<file path="config.mk">
export PLATFORM = sky130hd
export DESIGN_NAME = cfg_sum_check
export DESIGN_NICKNAME = d
export VERILOG_FILES = /design/src/rtl/cfg_sum_check_pkg.sv /design/src/rtl/cfg_sum_check_cnt.sv /design/src/rtl/cfg_sum_check_acc.sv /design/src/rtl/cfg_sum_check_verdict.sv /design/src/rtl/cfg_sum_check.sv
export SDC_FILE = /design/constraint.sdc
export NUM_CORES = 1
export LEC_CHECK = 0
export BUFFER_PORTS_ARGS = -buffer_cell sky130_fd_sc_hd__buf_2
export CAP_MARGIN = 20
export CORE_AREA = 2 2 75 77
export DETAILED_ROUTE_END_ITERATION = 8
export DIE_AREA = 0 0 77 79
export GPL_TIMING_DRIVEN = 0
export PLACE_DENSITY = 0.72
export SLEW_MARGIN = 25
export SYNTH_ARGS = -nofsm -noshare
export SYNTH_HDL_FRONTEND = slang
export SYNTH_SLANG_ARGS = --single-unit
</file>
<file path="constraint.sdc">
create_clock -name clk -period 2.42 [get_ports clk]
set_input_delay 0.242 -clock clk [delete_from_list [all_inputs] [get_ports clk]]
set_output_delay 0.242 -clock clk [all_outputs]
set_load 0.05 [all_outputs]
</file>
<file path="src/rtl/cfg_sum_check_pkg.sv">
package cfg_sum_check_pkg;
   // Width of a counter that must represent 0..n inclusive
   function automatic int unsigned cnt_bits(input int unsigned n);
      int unsigned w;
      w = 1;
      while ((1 << w) <= n) w = w + 1;
      return w;
   endfunction

   // Minimum accumulator width that can hold n words of width ww without wrap
   function automatic int unsigned sum_bits(input int unsigned ww, input int unsigned n);
      return ww + cnt_bits(n);
   endfunction

   localparam int unsigned MIN_ACC_W = 32;
endpackage

</file>
<file path="src/rtl/cfg_sum_check_cnt.sv">
module cfg_sum_check_cnt
   import cfg_sum_check_pkg::*;
#(
   parameter int unsigned NUM_WORDS = 32
) (
   input  logic clk,
   input  logic rst_n,
   input  logic start_i,
   input  logic word_vld_i,
   output logic accept_o,
   output logic last_o
);
   localparam int unsigned CNT_W = cnt_bits(NUM_WORDS);
   localparam logic [CNT_W-1:0] CNT_END  = CNT_W'(NUM_WORDS);
   localparam logic [CNT_W-1:0] CNT_LAST = CNT_W'(NUM_WORDS - 1);
   localparam logic [CNT_W-1:0] CNT_ONE  = CNT_W'(1);

   logic [CNT_W-1:0] pos_q;
   logic             armed;

   assign armed    = (pos_q != CNT_END);
   assign accept_o = word_vld_i & armed & ~start_i;
   assign last_o   = (pos_q == CNT_LAST);

   always_ff @(posedge clk or negedge rst_n) begin
      if (!rst_n) begin
         pos_q <= '0;
      end else if (start_i) begin
         pos_q <= '0;
      end else if (accept_o) begin
         pos_q <= pos_q + CNT_ONE;
      end
   end
endmodule

</file>
<file path="src/rtl/cfg_sum_check_acc.sv">
module cfg_sum_check_acc #(
   parameter int unsigned WORD_W = 16,
   parameter int unsigned ACC_W  = 32
) (
   input  logic              clk,
   input  logic              rst_n,
   input  logic              start_i,
   input  logic              add_i,
   input  logic [WORD_W-1:0] word_i,
   output logic [ACC_W-1:0]  sum_o
);
   localparam int unsigned PAD_W = ACC_W - WORD_W;

   logic [ACC_W-1:0] word_ext;
   assign word_ext = {{PAD_W{1'b0}}, word_i};

   always_ff @(posedge clk or negedge rst_n) begin
      if (!rst_n) begin
         sum_o <= '0;
      end else if (start_i) begin
         sum_o <= '0;
      end else if (add_i) begin
         sum_o <= sum_o + word_ext;
      end
   end
endmodule

</file>
<file path="src/rtl/cfg_sum_check_verdict.sv">
module cfg_sum_check_verdict #(
   parameter int unsigned WORD_W = 16,
   parameter int unsigned ACC_W  = 32
) (
   input  logic              clk,
   input  logic              rst_n,
   input  logic              start_i,
   input  logic              judge_i,
   input  logic [ACC_W-1:0]  sum_i,
   input  logic [WORD_W-1:0] stored_i,
   output logic              done_o,
   output logic              pass_o
);
   logic sum_nonzero;
   logic low_match;

   assign sum_nonzero = |sum_i;
   assign low_match   = (sum_i[WORD_W-1:0] == stored_i);

   always_ff @(posedge clk or negedge rst_n) begin
      if (!rst_n) begin
         done_o <= 1'b0;
         pass_o <= 1'b0;
      end else if (start_i) begin
         done_o <= 1'b0;
         pass_o <= 1'b0;
      end else if (judge_i) begin
         done_o <= 1'b1;
         pass_o <= sum_nonzero & low_match;
      end
   end
endmodule

</file>
<file path="src/rtl/cfg_sum_check.sv">
module cfg_sum_check
   import cfg_sum_check_pkg::*;
#(
   parameter int unsigned WORD_W    = 16,
   parameter int unsigned NUM_WORDS = 32,
   parameter int unsigned ACC_W     = 32
) (
   input  logic              clk,
   input  logic              rst_n,
   input  logic              start_i,
   input  logic              word_vld_i,
   input  logic [WORD_W-1:0] word_i,
   output logic              done_o,
   output logic              pass_o
);
   localparam int unsigned NEED_W = sum_bits(WORD_W, NUM_WORDS);

   generate
      if (NUM_WORDS < 2) begin : g_bad_count
         $error("cfg_sum_check: NUM_WORDS must be at least 2");
      end
      if (WORD_W < 1) begin : g_bad_word
         $error("cfg_sum_check: WORD_W must be at least 1");
      end
      if (ACC_W < MIN_ACC_W) begin : g_bad_acc_min
         $error("cfg_sum_check: ACC_W below the 32-bit minimum");
      end
      if (ACC_W < NEED_W) begin : g_bad_acc_fit
         $error("cfg_sum_check: ACC_W too narrow for NUM_WORDS words");
      end
   endgenerate

   logic             accept;
   logic             last;
   logic             add_en;
   logic             judge_en;
   logic [ACC_W-1:0] sum;

   assign add_en   = accept & ~last;
   assign judge_en = accept &  last;

   cfg_sum_check_cnt #(
      .NUM_WORDS (NUM_WORDS)
   ) u_cnt (
      .clk        (clk),
      .rst_n      (rst_n),
      .start_i    (start_i),
      .word_vld_i (word_vld_i),
      .accept_o   (accept),
      .last_o     (last)
   );

   cfg_sum_check_acc #(
      .WORD_W (WORD_W),
      .ACC_W  (ACC_W)
   ) u_acc (
      .clk     (clk),
      .rst_n   (rst_n),
      .start_i (start_i),
      .add_i   (add_en),
      .word_i  (word_i),
      .sum_o   (sum)
   );

   cfg_sum_check_verdict #(
      .WORD_W (WORD_W),
      .ACC_W  (ACC_W)
   ) u_verdict (
      .clk      (clk),
      .rst_n    (rst_n),
      .start_i  (start_i),
      .judge_i  (judge_en),
      .sum_i    (sum),
      .stored_i (word_i),
      .done_o   (done_o),
      .pass_o   (pass_o)
   );
endmodule

</file>
==> results of run 1 <==
## per-layer routing
metal  global-route usage  part of all wire  vias to the layer above
li1                     -                 -                     1239
met1               0.2898              0.42                     1230
met2               0.4140              0.50                       69
met3              0.03977             0.048                       16
met4              0.08750             0.023                        0
met5                    0                 0                        -
## sequential cells by signal, summed over array words and instances, names as in the netlist
name / count
u_acc.sum_o: 32
u_cnt.pos_q: 6
u_verdict.pass_o: 1
u_verdict.done_o: 1
## placed cells by master, fill, tap and decap left out, types with 6 or more instances in the layout
| cell | netlist | layout |
|---|---|---|
| xnor2_1 | 14 | 14 |
| a21oi_1 | 24 | 21 |
| nand4_1 | 6 | 6 |
| clkbuf_1 | 8 | 6 |
| nand2_1 | 20 | 19 |
| nor4_1 | 14 | 12 |
| ha_4 | 0 | 6 |
| nand3_1 | 19 | 19 |
| dfrtp_1 | 40 | 40 |
| nor3_1 | 7 | 6 |
| nor2_1 | 23 | 22 |
| o21ai_0 | 19 | 18 |
| o31ai_1 | 7 | 7 |
| ha_1 | 18 | 10 |
| buf_2 | 3 | 23 |
| buf_4 | 0 | 13 |
| inv_1 | 11 | 10 |
| a21o_1 | 7 | 7 |
| xor2_1 | 8 | 8 |
## cell families (layout without fill, tap and decap cells)
| family | after synthesis | count (layout) | share of synthesized area |
|---|---|---|---|
| adders and majority gates | 19 | 19 | 0.08909 |
| muxes | 2 | 2 | 0.007727 |
| buffers and inverters | 25 | 67 | 0.03863 |
| and+or+nand+nor | 113 | 113 | 0.2118 |
| DFF | 40 | 40 | 0.3636 |
| xor gates and xnor gates | 22 | 22 | 0.07000 |
| AOI/OAI and AO/OA | 87 | 87 | 0.2191 |
## timing repair
| item | 4_1_cts | 5_1_grt |
|---|---|---|
| gates resized for setup | 13 | 36 |
| cloned | 0 | 1 |
| setup buffers | 4 | 9 |
| pin swaps | 3 | 14 |
| setup endpoints to repair | 15 | 19 |
| hold endpoints to repair | 0 | 0 |
## through the flow
stage / worst slack, ns / util / total power, W / instances / area (um^2)
2_1_floorplan: 0.1744 / - / 0.001326 / 308 / 2753
3_3_place_gp: -0.08867 / 0.5513 / 0.001496 / 400 / 2943
3_5_place_dp: -0.09685 / 0.5513 / 0.001506 / 400 / 2943
4_1_cts: 0.001759 / 0.5895 / 0.002111 / 412 / 3147
5_1_grt: -0.1547 / 0.6360 / 0.002388 / 422 / 3395
6_report: -0.08103 / 0.6360 / 0.002264 / 422 / 3395
## area by class of cell
class / count / area [um^2]
well taps: 72 / 90.09
plain buffers: 14 / 70.07
multi-input cells: 243 / 1878
clock buffers: 5 / 68.82
inverters: 11 / 41.29
clock inverters: 3 / 42.54
repair buffers: 34 / 202.7
flip-flops and latches: 40 / 1001
fillers: 472 / 1943
## critical path: stages, from the launching register on
cell and delay (ns):
dfrtp_1 0.40, ha_2 0.21, inv_2 0.05, fa_2 0.37, nor2b_4 0.16, o2111ai_4 0.16
a211oi_4 0.35, o311ai_4 0.19, a211oi_2 0.29, xnor2_1 0.14, nor2_1 0.06
## path summary, 6_finish.rpt
check                                   end              from  slack (ns)
max                         u_acc.sum_o[24]    u_acc.sum_o[0]       -0.08
min                          u_cnt.pos_q[3]             rst_n        0.07
max reg2reg                 u_acc.sum_o[24]    u_acc.sum_o[0]       -0.08
min reg2reg                u_verdict.done_o  u_verdict.done_o        0.49
max in group asynchronous    u_acc.sum_o[7]             rst_n        1.81
min in group clk            u_acc.sum_o[17]           start_i        0.31
## power by group through the flow
stage / sequential, W / clock [W] / combinational (W)
6_report: 0.000793 / 0.000562 / 0.000908
5_1_grt: 0.000801 / 0.000593 / 0.000993
4_1_cts: 0.000785 / 0.000565 / 0.000760
3_5_place_dp: 0.000798 / 0 / 0.000707
3_3_place_gp: 0.000797 / 0 / 0.000699
2_1_floorplan: 0.000781 / 0 / 0.000545
==> impl_metrics.ini, run 1 <==
[die]
io_pins = 22
dieArea_um2 = 6083
coreArea_um2 = 5338
rows = 27
die_y_um = 79
start_util = 0.5157
fp.dieW_um = 77

[synth]
synthArstFlopShare = 1.000
yosysTopAreaCell = dfrtp_1
synth_fp_nets = 347
syn_area_um2 = 2753
synth_top_area_share = 0.3636
ys_seq_area_frac = 0.3636
synth_ff_type = dfrtp_1
yosysMostFrequentCell = dfrtp_1
yosys-top-cells-area = dfrtp_1 (36%), ha_1 (8.2%), xnor2_1 (4.5%)
yosysUniqueCellTypes = 50
synth-edff-count = 0
synthCells = 308
ys_warn_count = 0
synth_seq_cells = 40
synth.avg_cell_area_um2 = 8.937
ys_top_cells_by_count = dfrtp_1 (40), a21oi_1 (24), nor2_1 (23), nand2_1 (20)

[sta]
rsz0062_at_grt = yes
relSlewSlack = 0.4100
tns_ns = -0.2037
setup_slack_ns = -0.08103
holdWs_ns = 0.06581
timing.fmax_ghz = 0.3998
setup_violations = 8
finalHoldViolCount = 0
clock_skew_ns = 0.006709
worst_slew_pin_slew_ns = 0.8850
finalCritPeriodShare = 1.033
drv_slew = 0
fin_crit_ns = 2.501

[clock_network]
cts_root_buf = clkbuf_8
clkTransAtPathRegs_ns = 0.08
numCtsBuffers = 5
clock-sinks = 40
max-clock-path-buffers = 2
clk_latency_ns = 0.30
h-tree-depth = 2
cts_hold_buffers = 0
cts_tree = done

[worst_setup_path]
critPathMaxFanout = 5
path_class = reg -> reg
critPathRequiredTime_ns = 2.58
critPathLaunchType = flip-flop
r2r_cells = 10
endpoint_kind = flip-flop
arrival_ns = 2.66

[outcome]
violations = setup timing
status = finished with violations

[drt]
initialDrtViolationCount = 126
vias = 2554
postRouteAntennaNets = 0
drc = 0
wirelength_um = 7224
first_pass_iters = 4
wl_per_cell_um = 17.12
viasPerCell = 6.052

[finish]
drive_gt1_frac = 0.2514
area_growth_pct = 23.32
antennaDiodeCount = 0
nNetsFinal = 388

[hold_path]
worst_hold_path_type = in -> async

[grt]
antenna_found_initial = 0
grt_pass1_vias = 2454
grt_max_degree = 41
grt_use_total = 0.2346
globalRouteOverflowTotal = 0
grt_pass1_wl_um = 11420

[power]
seq_power_share = 0.350
power_frac_clock = 0.248
comb_power_share = 0.401
power.density_nw_per_um2 = 666.9
p_sw_w = 0.0008343
internal-power_w = 0.001430
switching_share = 0.3685
peakVddDrop_uv = 340.1
leakage_nw = 1.358

[flow_run]
cap_viol_max_count = 0

[placed_design]
place_hpwl_um = 4848
io_buffers = 20
gp_congestion = 0.8962
(Power assumes the default switching activity.)
==> inputs of run 2 (changes only) <==
- ABC_AREA: default -> 1
- CORE_AREA: 2 2 75 77 -> 2 2 80 82
- DIE_AREA: 0 0 77 79 -> 0 0 82 84
- PLACE_DENSITY: 0.72 -> 0.74
==> run 2 against run 1 <==
Compared with the run above: the run now ends clean; area after synthesis up 20%; sequential power down 7.1%; synthesized cell count grew 69%; setup slack improved by 0.27 ns; clock skew is 0.00054 ns lower; design area rose by 7.0%; sequential cell count stayed put; routed wire length grew 17%; final cell count rose by 48%; first-iteration DRC count increased by 110%; critical endpoint is now u_acc.sum_o[16]; highest routed layer unchanged.
==> impl_metrics.ini, run 2 <==
[finish]
num-fill-cells = 614
area_growth_pct = 9.796
mostFrequentLayoutCell = nand2_1
antennaDiodeCount = 0
drive_gt1_frac = 0.1056
final_area_um2 = 3632
regMostFlops = u_acc.sum_o
reg_top3 = u_acc.sum_o x32, u_cnt.pos_q x6
nNetsFinal = 587
seq_area_um2 = 1001
multi_input_area_um2 = 1984
layout_common_cells = nand2_1 (177), inv_1 (74), nor2_1 (49)
largest_reg_flops = 32

[synth]
synthCells = 519
synth_ff_type = dfrtp_1
synth-edff-count = 0
yosys-top-cells-area = dfrtp_1 (30%), nand2_1 (20%), inv_1 (8.4%)
synth_seq_cells = 40
synth_compound_area_frac = 0.09644
synth.avg_cell_area_um2 = 6.374
synthAdderAreaFrac = 0.07413
synth_top_family_by_area = simple AND/OR/NAND/NOR gates
synth_top_area_share = 0.3026
yosysTopAreaCell = dfrtp_1
yosysUniqueCellTypes = 32
synth_xor_area_frac = 0.01589
ys_warn_count = 0
syn_area_um2 = 3308
synth_mux_area_frac = 0
synthArstFlopShare = 1.000
ys_seq_area_frac = 0.3026
ys_top_cells_by_count = nand2_1 (177), inv_1 (74), nor2_1 (49), nand3_1 (43), dfrtp_1 (40)
synth_fp_nets = 558
yosys.area_share.simple = 0.4096
yosysMostFrequentCell = nand2_1

[grt]
grt_pass1_wl_um = 14320
grt_max_degree = 41
grt_pass1_vias = 3060
antenna_found_initial = 0
globalRouteOverflowTotal = 0
grt_use_total = 0.2665

[outcome]
status = complete, no violations

[worst_setup_path]
critPathRequiredTime_ns = 2.62
cpPeakStageDelay_ns = 0.40
path_class = reg -> reg
endpoint_kind = flip-flop
critPathMaxFanout = 4
cp_slowest_cell = fa_1
path_cells = ha_2 > inv_1 > fa_1 > inv_1 > nand3_1 > nand3_2 > nand2_1 > nand2_1 > nand3_1 > nand2_1 > nand3_1 > nand2_1 > nor2_1
crit_buf_inv = 2
path_delay_family = simple AND/OR/NAND/NOR gates
path_common_cell = nand2_1
arrival_ns = 2.42
critPathLaunchType = flip-flop

[power]
leakage_nw = 1.950
peakVddDrop_uv = 319.9
power.density_nw_per_um2 = 496.8
p_total_w = 0.001804

[sta]
setup_slack_ns = 0.1930
rsz0062_at_grt = no
drv_slew = 0
relSlewSlack = 0.6029
fin_crit_ns = 2.227
clock_skew_ns = 0.006164
finalCritPeriodShare = 0.9203
tns_ns = 0
worst_slew_pin_slew_ns = 0.5903
setup_violations = 0
timing.fmax_ghz = 0.4490
finalHoldViolCount = 0

[flow_run]
cap_viol_max_count = 0

[placed_design]
dp_slack_ns = 0.07625
place_hpwl_um = 6609
gp_congestion = 0.9264
io_buffers = 21
dpl_cell_area_um2 = 3510

[die]
dieArea_um2 = 6888
io_pins = 22
start_util = 0.5427
fp.dieW_um = 82
rows = 29
die_y_um = 84
coreArea_um2 = 6096

[drt]
drc = 0
postRouteAntennaNets = 0
viasPerCell = 5.355
wirelength_um = 8480
initialDrtViolationCount = 259
vias = 3352
first_pass_iters = 5
wl_per_cell_um = 13.55

[clock_network]
clkTransAtPathRegs_ns = 0.09
clk_latency_ns = 0.30
numCtsBuffers = 5
h-tree-depth = 2
max-clock-path-buffers = 2
cts_root_buf = clkbuf_8
clock-sinks = 40
cts_tree = done
postCtsSetupBuffers = 0

[hold_path]
worst_hold_path_type = in -> reg
run 2: cell types whose count changed after synthesis, sizes merged, moves of 8 or more:
cell,change
a21oi,+8
clkbuf,-9
inv,+69
nand2,+158
nand3,+27
nor2,+31
xnor2,-9
run 2: cell type report:
cell class,instances,share of cell area
well taps,77,0.02652
clock buffers,6,0.02274
clock inverters,2,0.004134
inverters,80,0.08267
multi-input cells,394,0.5463
flip-flops and latches,40,0.2756
plain buffers,5,0.009645
repair buffers,22,0.03238
run 2: kinds of logic after synthesis:
kind of cell	count (synthesis)
xor gates and xnor gates	6
buffers and inverters	85
AOI/OAI and AO/OA	57
DFF	40
adders and majority gates	19
and+or+nand+nor	312
run 2: final timing paths:
check	startpoint	cells past startpoint	slack, ns	endpoint
setup / recovery	u_acc.sum_o[0]	13	0.19	u_acc.sum_o[16]
hold / removal	word_vld_i	3	0.29	u_cnt.pos_q[2]
setup reg to reg	u_acc.sum_o[0]	13	0.19	u_acc.sum_o[16]
hold reg to reg	u_verdict.done_o	2	0.48	u_verdict.done_o
max in group asynchronous	rst_n	2	1.60	u_acc.sum_o[15]
min in group asynchronous	rst_n	2	0.44	u_acc.sum_o[6]
run 2: layer usage:
layer | vias to the layer above | routed length, um | global-route usage
met3 | 10 | 496 | 0.02922
li1 | 1720 | - | -
met4 | 0 | 71 | 0.04091
met2 | 116 | 3972 | 0.4383
met1 | 1506 | 3940 | 0.3816
met5 | - | 0 | 0
run 2: timing repair:
item                                   in CTS  in global routing
setup endpoints to repair                   0                  6
hold buffers                                0                  1
gates resized for setup                     0                  3
endpoints found under the hold margin       0                 40
run 2: through the flow:
stage	util	instances	hold WS, ns
final	0.5959	626	0.2934
after global routing	0.5959	626	0.3098
after CTS	0.5917	625	0.1103
after detailed placement	0.5757	617	0.4413
after global placement	0.5757	617	0.4322
after floorplan	-	519	-0.05359
run 2: worst min-delay path, stage by stage:
cell	delay (ns)
buf_2	0.12
nand3_2	0.11
o21ai_0	0.08
run 2: power by group:
part	leakage (nW)	total [W]	switching (W)	internal [W]
registers	0.546	0.000737	0.0000315	0.000705
logic	1.36	0.000570	0.000377	0.000193
clock network	0.0434	0.000497	0.000266	0.000231
